$ cat config.mk
export PLATFORM = sky130hd
export DESIGN_NAME = nor_init_seq
export DESIGN_NICKNAME = d
export VERILOG_FILES = /design/src/rtl/nor_init_pkg.sv /design/src/rtl/nor_qe_patch.sv /design/src/rtl/nor_poll_budget.sv /design/src/rtl/nor_init_fsm.sv /design/src/rtl/nor_init_seq.sv
export SDC_FILE = /design/constraint.sdc
export NUM_CORES = 1
export LEC_CHECK = 0
export BUFFER_PORTS_ARGS = -buffer_cell sky130_fd_sc_hd__buf_2
export CAP_MARGIN = 0
export CORE_UTILIZATION = 35
export DETAILED_ROUTE_END_ITERATION = 7
export PLACE_DENSITY = 0.51
export SYNTH_ARGS = -nofsm -noshare
export SYNTH_HDL_FRONTEND = slang
export SYNTH_HIERARCHICAL = 1
export SYNTH_SLANG_ARGS = --single-unit
$ cat constraint.sdc
create_clock -name clk -period 3.37 [get_ports clk]
set_clock_uncertainty 0.05 [all_clocks]
set_input_delay 0.5055 -clock clk [delete_from_list [all_inputs] [get_ports clk]]
set_output_delay 0.5055 -clock clk [all_outputs]
set_load 0.02 [all_outputs]
$ cat src/rtl/nor_init_pkg.sv
package nor_init_pkg;
  localparam logic [7:0] OP_RDSR1 = 8'h05;
  localparam logic [7:0] OP_RDSR2 = 8'h35;
  localparam logic [7:0] OP_WRSR  = 8'h01;
  localparam logic [7:0] OP_WREN  = 8'h06;
  localparam logic [7:0] OP_EN4B  = 8'hB7;

  localparam logic [2:0] QE_NONE  = 3'd0;
  localparam logic [2:0] QE_S1B6  = 3'd1;
  localparam logic [2:0] QE_S2_LO = 3'd2;
  localparam logic [2:0] QE_S2_HI = 3'd4;

  typedef enum logic [1:0] {
    ERR_NONE    = 2'd0,
    ERR_TXN     = 2'd1,
    ERR_UNSUP   = 2'd2,
    ERR_TIMEOUT = 2'd3
  } err_e;

  typedef enum logic [3:0] {
    S_IDLE, S_RD1, S_RD2, S_CHK, S_WEN_QE, S_WRSR, S_POLL,
    S_A4, S_WEN_A4, S_EN4B, S_FIN
  } st_e;
endpackage

$ cat src/rtl/nor_qe_patch.sv
module nor_qe_patch
  import nor_init_pkg::*;
#(
  parameter int S1_BIT = 6,
  parameter int S2_BIT = 1
) (
  input  logic [2:0] qe_type,
  input  logic [7:0] sr1_in,
  input  logic [7:0] sr2_in,
  output logic [7:0] sr1_out,
  output logic [7:0] sr2_out,
  output logic       unsupported
);
  logic sel_s1, sel_s2;

  always_comb begin
    sel_s1 = (qe_type == QE_S1B6);
    sel_s2 = (qe_type >= QE_S2_LO) && (qe_type <= QE_S2_HI);
    unsupported = (qe_type != QE_NONE) && !sel_s1 && !sel_s2;
    sr1_out = sr1_in;
    sr2_out = sr2_in;
    if (sel_s1) sr1_out[S1_BIT] = 1'b1;
    if (sel_s2) sr2_out[S2_BIT] = 1'b1;
  end
endmodule

$ cat src/rtl/nor_poll_budget.sv
module nor_poll_budget #(
  parameter int LIMIT = 1024
) (
  input  logic clk,
  input  logic rst,
  input  logic clr,
  input  logic inc,
  output logic last
);
  localparam int CW = (LIMIT > 1) ? $clog2(LIMIT) : 1;
  logic [CW-1:0] cnt;

  always_ff @(posedge clk) begin
    if (rst || clr) cnt <= '0;
    else if (inc)   cnt <= cnt + 1'b1;
  end

  assign last = (cnt == CW'(LIMIT - 1));

  // the controller gives up instead of counting past the budget
  a_r7_poll_bound: assert property (@(posedge clk) disable iff (rst)
    inc |-> !last);
endmodule

$ cat src/rtl/nor_init_fsm.sv
module nor_init_fsm
  import nor_init_pkg::*;
(
  input  logic        clk,
  input  logic        rst,
  input  logic        start,
  input  logic [2:0]  qe_type,
  input  logic [1:0]  addr4_mode,
  input  logic        txn_done,
  input  logic        txn_err,
  input  logic [7:0]  txn_rd_data,
  input  logic [7:0]  patched_sr1,
  input  logic [7:0]  patched_sr2,
  input  logic        unsupported,
  input  logic        poll_last,
  output logic [2:0]  qe_q,
  output logic [7:0]  sr1_q,
  output logic [7:0]  sr2_q,
  output logic        poll_clr,
  output logic        poll_inc,
  output logic        txn_req,
  output logic [7:0]  txn_opcode,
  output logic [1:0]  txn_wr_len,
  output logic [15:0] txn_wr_data,
  output logic        txn_rd,
  output logic        busy,
  output logic        done,
  output logic [1:0]  err_code
);
  st_e        state;
  logic       pend, issued;
  logic [1:0] a4_q;
  err_e       err_q;
  logic [7:0] cur_op;
  logic [1:0] cur_wlen;
  logic       cur_rd, is_txn, ok_done;

  always_comb begin
    cur_op = 8'h00; cur_wlen = 2'd0; cur_rd = 1'b0; is_txn = 1'b1;
    case (state)
      S_RD1, S_POLL:      begin cur_op = OP_RDSR1; cur_rd = 1'b1; end
      S_RD2:              begin cur_op = OP_RDSR2; cur_rd = 1'b1; end
      S_WEN_QE, S_WEN_A4: cur_op = OP_WREN;
      S_WRSR:             begin cur_op = OP_WRSR; cur_wlen = 2'd2; end
      S_EN4B:             cur_op = OP_EN4B;
      default:            is_txn = 1'b0;
    endcase
  end

  assign ok_done  = is_txn && issued && txn_done && !txn_err;
  assign poll_clr = (state == S_WRSR);
  assign poll_inc = (state == S_POLL) && ok_done && txn_rd_data[0] && !poll_last;

  always_ff @(posedge clk) begin
    if (rst) begin
      state <= S_IDLE; pend <= 1'b1; issued <= 1'b0;
      txn_req <= 1'b0; txn_opcode <= '0; txn_wr_len <= '0;
      txn_wr_data <= '0; txn_rd <= 1'b0;
      busy <= 1'b0; done <= 1'b0; err_code <= '0; err_q <= ERR_NONE;
      qe_q <= '0; a4_q <= '0; sr1_q <= '0; sr2_q <= '0;
    end else begin
      txn_req <= 1'b0;
      if (start && state == S_IDLE) pend <= 1'b1;
      if (is_txn && !issued) begin
        txn_req     <= 1'b1;
        txn_opcode  <= cur_op;
        txn_wr_len  <= cur_wlen;
        txn_rd      <= cur_rd;
        txn_wr_data <= {patched_sr2, patched_sr1};
        issued      <= 1'b1;
      end else if (is_txn && issued && txn_done) begin
        issued <= 1'b0;
        if (txn_err) begin
          err_q <= ERR_TXN; state <= S_FIN;
        end else begin
          case (state)
            S_RD1:    begin sr1_q <= txn_rd_data; state <= S_RD2; end
            S_RD2:    begin sr2_q <= txn_rd_data; state <= S_CHK; end
            S_WEN_QE: state <= S_WRSR;
            S_WRSR:   state <= S_POLL;
            S_POLL: begin
              if (!txn_rd_data[0]) state <= S_A4;
              else if (poll_last) begin err_q <= ERR_TIMEOUT; state <= S_FIN; end
            end
            S_WEN_A4: state <= S_EN4B;
            default:  state <= S_FIN;
          endcase
        end
      end else begin
        case (state)
          S_IDLE: if (pend || (start && !busy)) begin
            pend <= 1'b0; busy <= 1'b1; done <= 1'b0;
            err_code <= '0; err_q <= ERR_NONE;
            qe_q <= qe_type; a4_q <= addr4_mode;
            state <= (qe_type == QE_NONE) ? S_A4 : S_RD1;
          end
          S_CHK: if (unsupported) begin err_q <= ERR_UNSUP; state <= S_FIN; end
                 else state <= S_WEN_QE;
          S_A4: if (a4_q == 2'd0) state <= S_FIN;
                else state <= a4_q[1] ? S_WEN_A4 : S_EN4B;
          S_FIN: begin
            busy <= 1'b0; done <= 1'b1; err_code <= err_q; state <= S_IDLE;
          end
          default: ;
        endcase
      end
    end
  end

  // requests are single-cycle pulses
  a_r10_req_pulse: assert property (@(posedge clk) disable iff (rst)
    txn_req |=> !txn_req);
  // requests only appear inside a run
  a_r10_req_in_run: assert property (@(posedge clk) disable iff (rst)
    txn_req |-> busy);
  // completion and activity are exclusive
  a_r10_done_busy_excl: assert property (@(posedge clk) disable iff (rst)
    !(done && busy));
  // an error code is only presented with done
  a_r10_err_with_done: assert property (@(posedge clk) disable iff (rst)
    (err_code != 2'd0) |-> done);
  // after a failed transaction no new request is raised
  a_r9_stop_on_err: assert property (@(posedge clk) disable iff (rst)
    (issued && txn_done && txn_err) |=> !txn_req);
endmodule

$ cat src/rtl/nor_init_seq.sv
module nor_init_seq
  import nor_init_pkg::*;
#(
  parameter int POLL_LIMIT = 1024,
  parameter int QE_S1_BIT  = 6,
  parameter int QE_S2_BIT  = 1
) (
  input  logic        clk,
  input  logic        rst,
  input  logic        start,
  input  logic [2:0]  qe_type,
  input  logic [1:0]  addr4_mode,
  output logic        txn_req,
  output logic [7:0]  txn_opcode,
  output logic [1:0]  txn_wr_len,
  output logic [15:0] txn_wr_data,
  output logic        txn_rd,
  input  logic        txn_done,
  input  logic        txn_err,
  input  logic [7:0]  txn_rd_data,
  output logic        busy,
  output logic        done,
  output logic [1:0]  err_code
);
  logic [2:0] qe_q;
  logic [7:0] sr1_q, sr2_q, p_sr1, p_sr2;
  logic       unsup, poll_clr, poll_inc, poll_last;

  nor_qe_patch #(.S1_BIT(QE_S1_BIT), .S2_BIT(QE_S2_BIT)) u_patch (
    .qe_type(qe_q), .sr1_in(sr1_q), .sr2_in(sr2_q),
    .sr1_out(p_sr1), .sr2_out(p_sr2), .unsupported(unsup)
  );

  nor_poll_budget #(.LIMIT(POLL_LIMIT)) u_budget (
    .clk(clk), .rst(rst), .clr(poll_clr), .inc(poll_inc), .last(poll_last)
  );

  nor_init_fsm u_fsm (
    .clk(clk), .rst(rst), .start(start), .qe_type(qe_type),
    .addr4_mode(addr4_mode), .txn_done(txn_done), .txn_err(txn_err),
    .txn_rd_data(txn_rd_data), .patched_sr1(p_sr1), .patched_sr2(p_sr2),
    .unsupported(unsup), .poll_last(poll_last), .qe_q(qe_q),
    .sr1_q(sr1_q), .sr2_q(sr2_q), .poll_clr(poll_clr), .poll_inc(poll_inc),
    .txn_req(txn_req), .txn_opcode(txn_opcode), .txn_wr_len(txn_wr_len),
    .txn_wr_data(txn_wr_data), .txn_rd(txn_rd), .busy(busy), .done(done),
    .err_code(err_code)
  );
endmodule

==> flow_summary.html <==
<table>
<tr><th>Metric</th><th>Value</th></tr>
<tr><th colspan="2">Global routing</th></tr>
<tr><td>Wire length of the first global-routing pass</td><td>roughly 12000 um</td></tr>
<tr><td>Busiest metal layer after global routing</td><td>met2</td></tr>
<tr><td>Total global routing overflow</td><td>0</td></tr>
<tr><td>Met2 Track Usage GR</td><td>0.254</td></tr>
<tr><td>Pin count of the biggest net entering global routing</td><td>39</td></tr>
<tr><td>Number of global-route vias before repair</td><td>2417</td></tr>
<tr><td>Antenna violations before repair</td><td>0</td></tr>
<tr><td>Met3 capacity usage during global routing</td><td>0.0363</td></tr>
<tr><td>Global-route track usage on met1</td><td>0.225</td></tr>
<tr><td>Total routing usage reported by global routing</td><td>0.167</td></tr>
<tr><th colspan="2">Cells and area</th></tr>
<tr><td>Commonest cells after routing, fill and taps aside</td><td>sky130_fd_sc_hd__dfxtp_1, sky130_fd_sc_hd__nor2_1, sky130_fd_sc_hd__buf_2, sky130_fd_sc_hd__nand2_1, sky130_fd_sc_hd__a21oi_1</td></tr>
<tr><td>Area Growth Syn to Fin</td><td>12.5%</td></tr>
<tr><td>Final nets</td><td>about 400</td></tr>
<tr><td>Filler instances</td><td>~870</td></tr>
<tr><td>Final design area excluding fillers</td><td>between 3000 and 4000 um^2</td></tr>
<tr><td>Share of layout cells above drive strength 1</td><td>0.194</td></tr>
<tr><td>Most common cell after layout, fill and taps aside</td><td>sky130_fd_sc_hd__dfxtp_1</td></tr>
<tr><td>Final Non-Filler Cells</td><td>502</td></tr>
<tr><td>Inserted Diodes</td><td>0</td></tr>
<tr><td>Post-layout util</td><td>0.416</td></tr>
<tr><th colspan="2">Floorplanning</th></tr>
<tr><td>Core outline area</td><td>8380 um^2</td></tr>
<tr><td>I/O pin cnt</td><td>50</td></tr>
<tr><td>Total Die Area</td><td>approximately 9200 um^2</td></tr>
<tr><td>Die outline height</td><td>96.2 um</td></tr>
<tr><td>Effective utilization at floorplan</td><td>0.370</td></tr>
<tr><td>Placement row count</td><td>33</td></tr>
<tr><td>Die Wd</td><td>96.2 um</td></tr>
<tr><th colspan="2">Detailed routing</th></tr>
<tr><td>Final ANT Viol Nets</td><td>0</td></tr>
<tr><td>Remaining DRCs</td><td>0</td></tr>
<tr><td>1st-iter DRT viols</td><td>between 100 and 150</td></tr>
<tr><td>Mean routed wirelength per cell</td><td>about 14 um</td></tr>
<tr><td>First-pass detailed-route iteration total</td><td>4</td></tr>
<tr><td>Number of vias per cell after detailed routing</td><td>slightly above 5</td></tr>
<tr><td>Total length of routed wires</td><td>~7000 um</td></tr>
<tr><td>Via count</td><td>2597</td></tr>
<tr><th colspan="2">CTS</th></tr>
<tr><td>Number of H-tree levels</td><td>3</td></tr>
<tr><td>Post-CTS Setup Bufs</td><td>0</td></tr>
<tr><td>Root buffer selected by CTS</td><td>sky130_fd_sc_hd__clkbuf_8</td></tr>
<tr><td>Gates resized, CTS repair</td><td>0</td></tr>
<tr><td>Sinks on Clock Net</td><td>67</td></tr>
<tr><td>Maximum root-to-sink buffer count</td><td>2</td></tr>
<tr><td>CTS tree</td><td>done</td></tr>
<tr><td>Clock Pin Slew Worst Setup and Hold Paths</td><td>~0.08 ns</td></tr>
<tr><td>Total of hold buffers inserted after clock tree synthesis</td><td>0</td></tr>
<tr><td>Clock latency of the later-clocked register in the worst-skew pair</td><td>about 0.34 ns</td></tr>
<tr><td>Total CTS buffers</td><td>9</td></tr>
<tr><th colspan="2">Setup path</th></tr>
<tr><td>Worst r2r path cells</td><td>7</td></tr>
<tr><td>RR Endpoint</td><td>u_budget/cnt[9]</td></tr>
<tr><td>Reg-to-reg startpoint</td><td>u_fsm/state[3]</td></tr>
<tr><td>Worst-path fanout max</td><td>24</td></tr>
<tr><td>Worst Setup Start Kind</td><td>flop</td></tr>
<tr><td>CP required</td><td>about 3.6 ns</td></tr>
<tr><td>Data arrival time of the critical path</td><td>around 2.8 ns</td></tr>
<tr><td>Crit path capture type</td><td>flop</td></tr>
<tr><td>Largest incremental delay on the critical path</td><td>0.83 ns</td></tr>
<tr><td>Cell-by-cell listing of the critical path</td><td>nor4_2, nor4_1, buf_4, and2_1, nand3_1, or4_1, a21oi_1</td></tr>
<tr><td>Master of the slowest instance on the critical path</td><td>sky130_fd_sc_hd__dfxtp_1</td></tr>
<tr><td>WS Path Type</td><td>flop to flop</td></tr>
<tr><td>Worst R2R Setup Slack</td><td>approximately 0.75 ns</td></tr>
<tr><th colspan="2">Outcome</th></tr>
<tr><td>Outcome</td><td>finished clean</td></tr>
<tr><th colspan="2">Yosys</th></tr>
<tr><td>Count of cell types in the netlist</td><td>53</td></tr>
<tr><td>Synth Flop Type</td><td>sky130_fd_sc_hd__dfxtp_1</td></tr>
<tr><td>Share of the synthesized area in compound gates (AO/OA/AOI/OAI)</td><td>0.159</td></tr>
<tr><td>Main combinational cell family by area after synthesis</td><td>simple AND/OR/NAND/NOR gates</td></tr>
<tr><td>Multiplexer area fraction after synthesis</td><td>0.0710</td></tr>
<tr><td>Number of enable-type register cells in the synthesized netlist</td><td>0</td></tr>
<tr><td>Fraction of synthesis flops using an asynchronous set or reset pin</td><td>0</td></tr>
<tr><td>Number of warning messages in the yosys log</td><td>6</td></tr>
<tr><td>Flip-flop and latch count after synthesis</td><td>67</td></tr>
<tr><td>Post-synthesis instance total</td><td>366</td></tr>
<tr><td>Average size of a mapped cell</td><td>8.48 um^2</td></tr>
<tr><td>Post-synthesis instance area</td><td>~3100 um^2</td></tr>
<tr><td>Sequential cell area fraction in the yosys report</td><td>0.432</td></tr>
<tr><td>Fraction of the mapped netlist area in adder cells</td><td>0.00403</td></tr>
<tr><td>Share of the synthesized netlist area taken by xor and xnor gates</td><td>0.0169</td></tr>
<tr><td>Simple logic cell fraction of the synthesized area</td><td>0.237</td></tr>
<tr><th colspan="2">Place</th></tr>
<tr><td>Gpl congestion</td><td>between 0.7 and 0.8</td></tr>
<tr><td>Setup slack at placement</td><td>0.803 ns</td></tr>
<tr><td>Port bufs</td><td>46</td></tr>
<tr><td>Placed cell areas</td><td>~3300 um^2</td></tr>
<tr><td>Number of placed instances with taps included</td><td>approximately 490</td></tr>
<tr><td>Half-perimeter wire length of the detailed placement result</td><td>a little under 5000 um</td></tr>
<tr><th colspan="2">Power</th></tr>
<tr><td>Combinational Power Share</td><td>0.337</td></tr>
<tr><td>Total leakage power</td><td>approximately 1.5 nW</td></tr>
<tr><td>Fraction of power consumed by the clock network</td><td>0.262</td></tr>
<tr><td>Total internal power</td><td>between 1.5 and 2 mW</td></tr>
<tr><td>Portion of total power attributed to sequential cells</td><td>0.401</td></tr>
<tr><td>Switching Fraction</td><td>0.383</td></tr>
<tr><td>Reported net switching power</td><td>~0.96 mW</td></tr>
<tr><td>Maximum VDD drop</td><td>0.289 mV</td></tr>
<tr><td>Total power density per cell area</td><td>slightly above 700 nW/um^2</td></tr>
<tr><th colspan="2">Min path</th></tr>
<tr><td>Hold path startpoint</td><td>addr4_mode[0]</td></tr>
<tr><td>Type of the tightest min-delay check</td><td>primary input to flop</td></tr>
<tr><td>Worst Hold Path EP</td><td>u_fsm/a4_q[0]</td></tr>
<tr><td>Hold Path Depth</td><td>3</td></tr>
<tr><th colspan="2">STA</th></tr>
<tr><td>Minimum clock period after layout</td><td>2.62 ns</td></tr>
<tr><td>Final hold vios</td><td>0</td></tr>
<tr><td>Unrepaired setup endpoints after global routing</td><td>no</td></tr>
<tr><td>Slew at the pin closest to its max-slew limit</td><td>roughly 0.77 ns</td></tr>
<tr><td>Final TNS setup</td><td>0 ns</td></tr>
<tr><td>Final slew viol count</td><td>0</td></tr>
<tr><td>Headroom to the max-slew limit</td><td>0.489</td></tr>
<tr><td>Least setup slack across all paths after layout</td><td>0.747 ns</td></tr>
<tr><td>Final count of negative-setup-slack endpoints</td><td>0</td></tr>
<tr><td>Fraction of the cycle the final worst path needs</td><td>0.778</td></tr>
<tr><td>Maximum clock rate</td><td>~380 MHz</td></tr>
<tr><th colspan="2">Run</th></tr>
<tr><td>Max capacitance violation total</td><td>0</td></tr>
</table>
## sequential cells by signal, indices dropped and copies added (netlist names)
name,cells
u_fsm/txn_wr_data,16
u_budget/cnt,10
u_fsm/sr1_q,8
u_fsm/sr2_q,8
u_fsm/txn_opcode,5
u_fsm/state,4
u_fsm/qe_q,3
u_fsm/a4_q,2
u_fsm/err_code,2
u_fsm/err_q,2
u_fsm/busy,1
u_fsm/done,1
u_fsm/issued,1
u_fsm/pend,1
u_fsm/txn_rd,1
u_fsm/txn_req,1
u_fsm/txn_wr_len,1
## power groups by stage
| stage | logic, mW | registers (mW) | clock network [mW] |
|---|---|---|---|
| finish | 0.848 | 1.01 | 0.661 |
| CTS | 0.852 | 1.01 | 0.689 |
| detailed placement | 0.850 | 1.03 | 0 |
| global route | 0.938 | 1.03 | 0.715 |
| floorplan | 0.628 | 1.02 | 0 |
| global placement | 0.849 | 1.03 | 0 |
## worst max-delay path: cells and delay by family, from the launching register on
kind	cells	cell delay [ns]
AO/OA/AOI/OAI	1	0.15
buffers and inverters	1	0.18
AND/OR/NAND/NOR	5	1.34
flip-flops	1	0.83
## cell families (layout without fill, tap and decap cells)
kind of cell / Yosys count / after routing
AOI/OAI and AO/OA: 75 / 75
and+or+nand+nor: 150 / 150
xor gates and xnor gates: 6 / 6
DFF: 67 / 67
buffers and inverters: 44 / 73
adders and majority gates: 1 / 1
other: 1 / 3
muxes: 22 / 22
## stage by stage
step	total power, mW	hold WS [ns]
after floorplan	1.65	0.382
after global placement	1.88	0.393
after detailed placement	1.88	0.396
after CTS	2.55	0.324
after global routing	2.69	0.361
final	2.52	0.342
## cell usage after synthesis, types with 2 or more instances
| cell | count | area share |
|---|---|---|
| sky130_fd_sc_hd__a211oi_1 | 4 | 0.0097 |
| sky130_fd_sc_hd__xnor2_1 | 3 | 0.0085 |
| sky130_fd_sc_hd__buf_2 | 6 | 0.0097 |
| sky130_fd_sc_hd__o31ai_1 | 6 | 0.015 |
| sky130_fd_sc_hd__nor3_1 | 8 | 0.013 |
| sky130_fd_sc_hd__nand3_1 | 14 | 0.023 |
| sky130_fd_sc_hd__o41ai_1 | 3 | 0.0085 |
| sky130_fd_sc_hd__mux2i_1 | 22 | 0.071 |
| sky130_fd_sc_hd__o211ai_1 | 3 | 0.0073 |
| sky130_fd_sc_hd__dfxtp_1 | 67 | 0.43 |
| sky130_fd_sc_hd__nor4_1 | 2 | 0.0040 |
| sky130_fd_sc_hd__nand3b_1 | 3 | 0.0073 |
| sky130_fd_sc_hd__nor2_1 | 47 | 0.057 |
| sky130_fd_sc_hd__xor2_1 | 3 | 0.0085 |
| sky130_fd_sc_hd__a21oi_1 | 36 | 0.058 |
| sky130_fd_sc_hd__o22a_1 | 2 | 0.0056 |
| sky130_fd_sc_hd__buf_4 | 18 | 0.044 |
| sky130_fd_sc_hd__buf_1 | 2 | 0.0024 |
| sky130_fd_sc_hd__or4_1 | 5 | 0.012 |
| sky130_fd_sc_hd__nor2b_1 | 7 | 0.014 |
| sky130_fd_sc_hd__nand2b_1 | 3 | 0.0060 |
| sky130_fd_sc_hd__or3_1 | 2 | 0.0040 |
| sky130_fd_sc_hd__clkbuf_1 | 13 | 0.016 |
| sky130_fd_sc_hd__a32o_1 | 2 | 0.0065 |
| sky130_fd_sc_hd__nand2_1 | 44 | 0.053 |
| sky130_fd_sc_hd__and2_1 | 2 | 0.0040 |
| sky130_fd_sc_hd__o21ai_1 | 2 | 0.0032 |
| sky130_fd_sc_hd__a211o_1 | 2 | 0.0056 |
| sky130_fd_sc_hd__nand4_1 | 3 | 0.0060 |
| sky130_fd_sc_hd__o21a_1 | 2 | 0.0048 |
| sky130_fd_sc_hd__inv_1 | 4 | 0.0048 |
| sky130_fd_sc_hd__o21ai_0 | 5 | 0.0081 |
## worst max path at each step
stage	from	endpoint	cells after the start
global route	u_fsm/state[3]	u_budget/cnt[9]	7
finish	u_fsm/state[3]	u_budget/cnt[9]	7
CTS	u_fsm/state[3]	u_budget/cnt[9]	7
floorplan	txn_err	u_budget/cnt[9]	7
global placement	u_fsm/state[3]	u_budget/cnt[9]	7
detailed placement	u_fsm/state[3]	u_budget/cnt[9]	7
## cell type report
| cell class | instances | area, um^2 | share of cell area |
|---|---|---|---|
| clock inverters | 6 | 65.1 | 0.0186 |
| inverters | 4 | 15.0 | 0.00430 |
| clock buffers | 10 | 128 | 0.0366 |
| flip-flops and latches | 67 | 1340 | 0.384 |
| well taps | 105 | 131 | 0.0376 |
| repair buffers | 53 | 283 | 0.0810 |
| multi-input cells | 257 | 1530 | 0.438 |
## per-layer routing
metal	vias to the layer above	wire length, um	share of wire
li1	1314	-	-
met1	1221	3550	0.49
met2	53	3220	0.45
met3	9	287	0.040
met4	0	116	0.016
met5	-	0	0
Power figures use the tool's default switching activity.
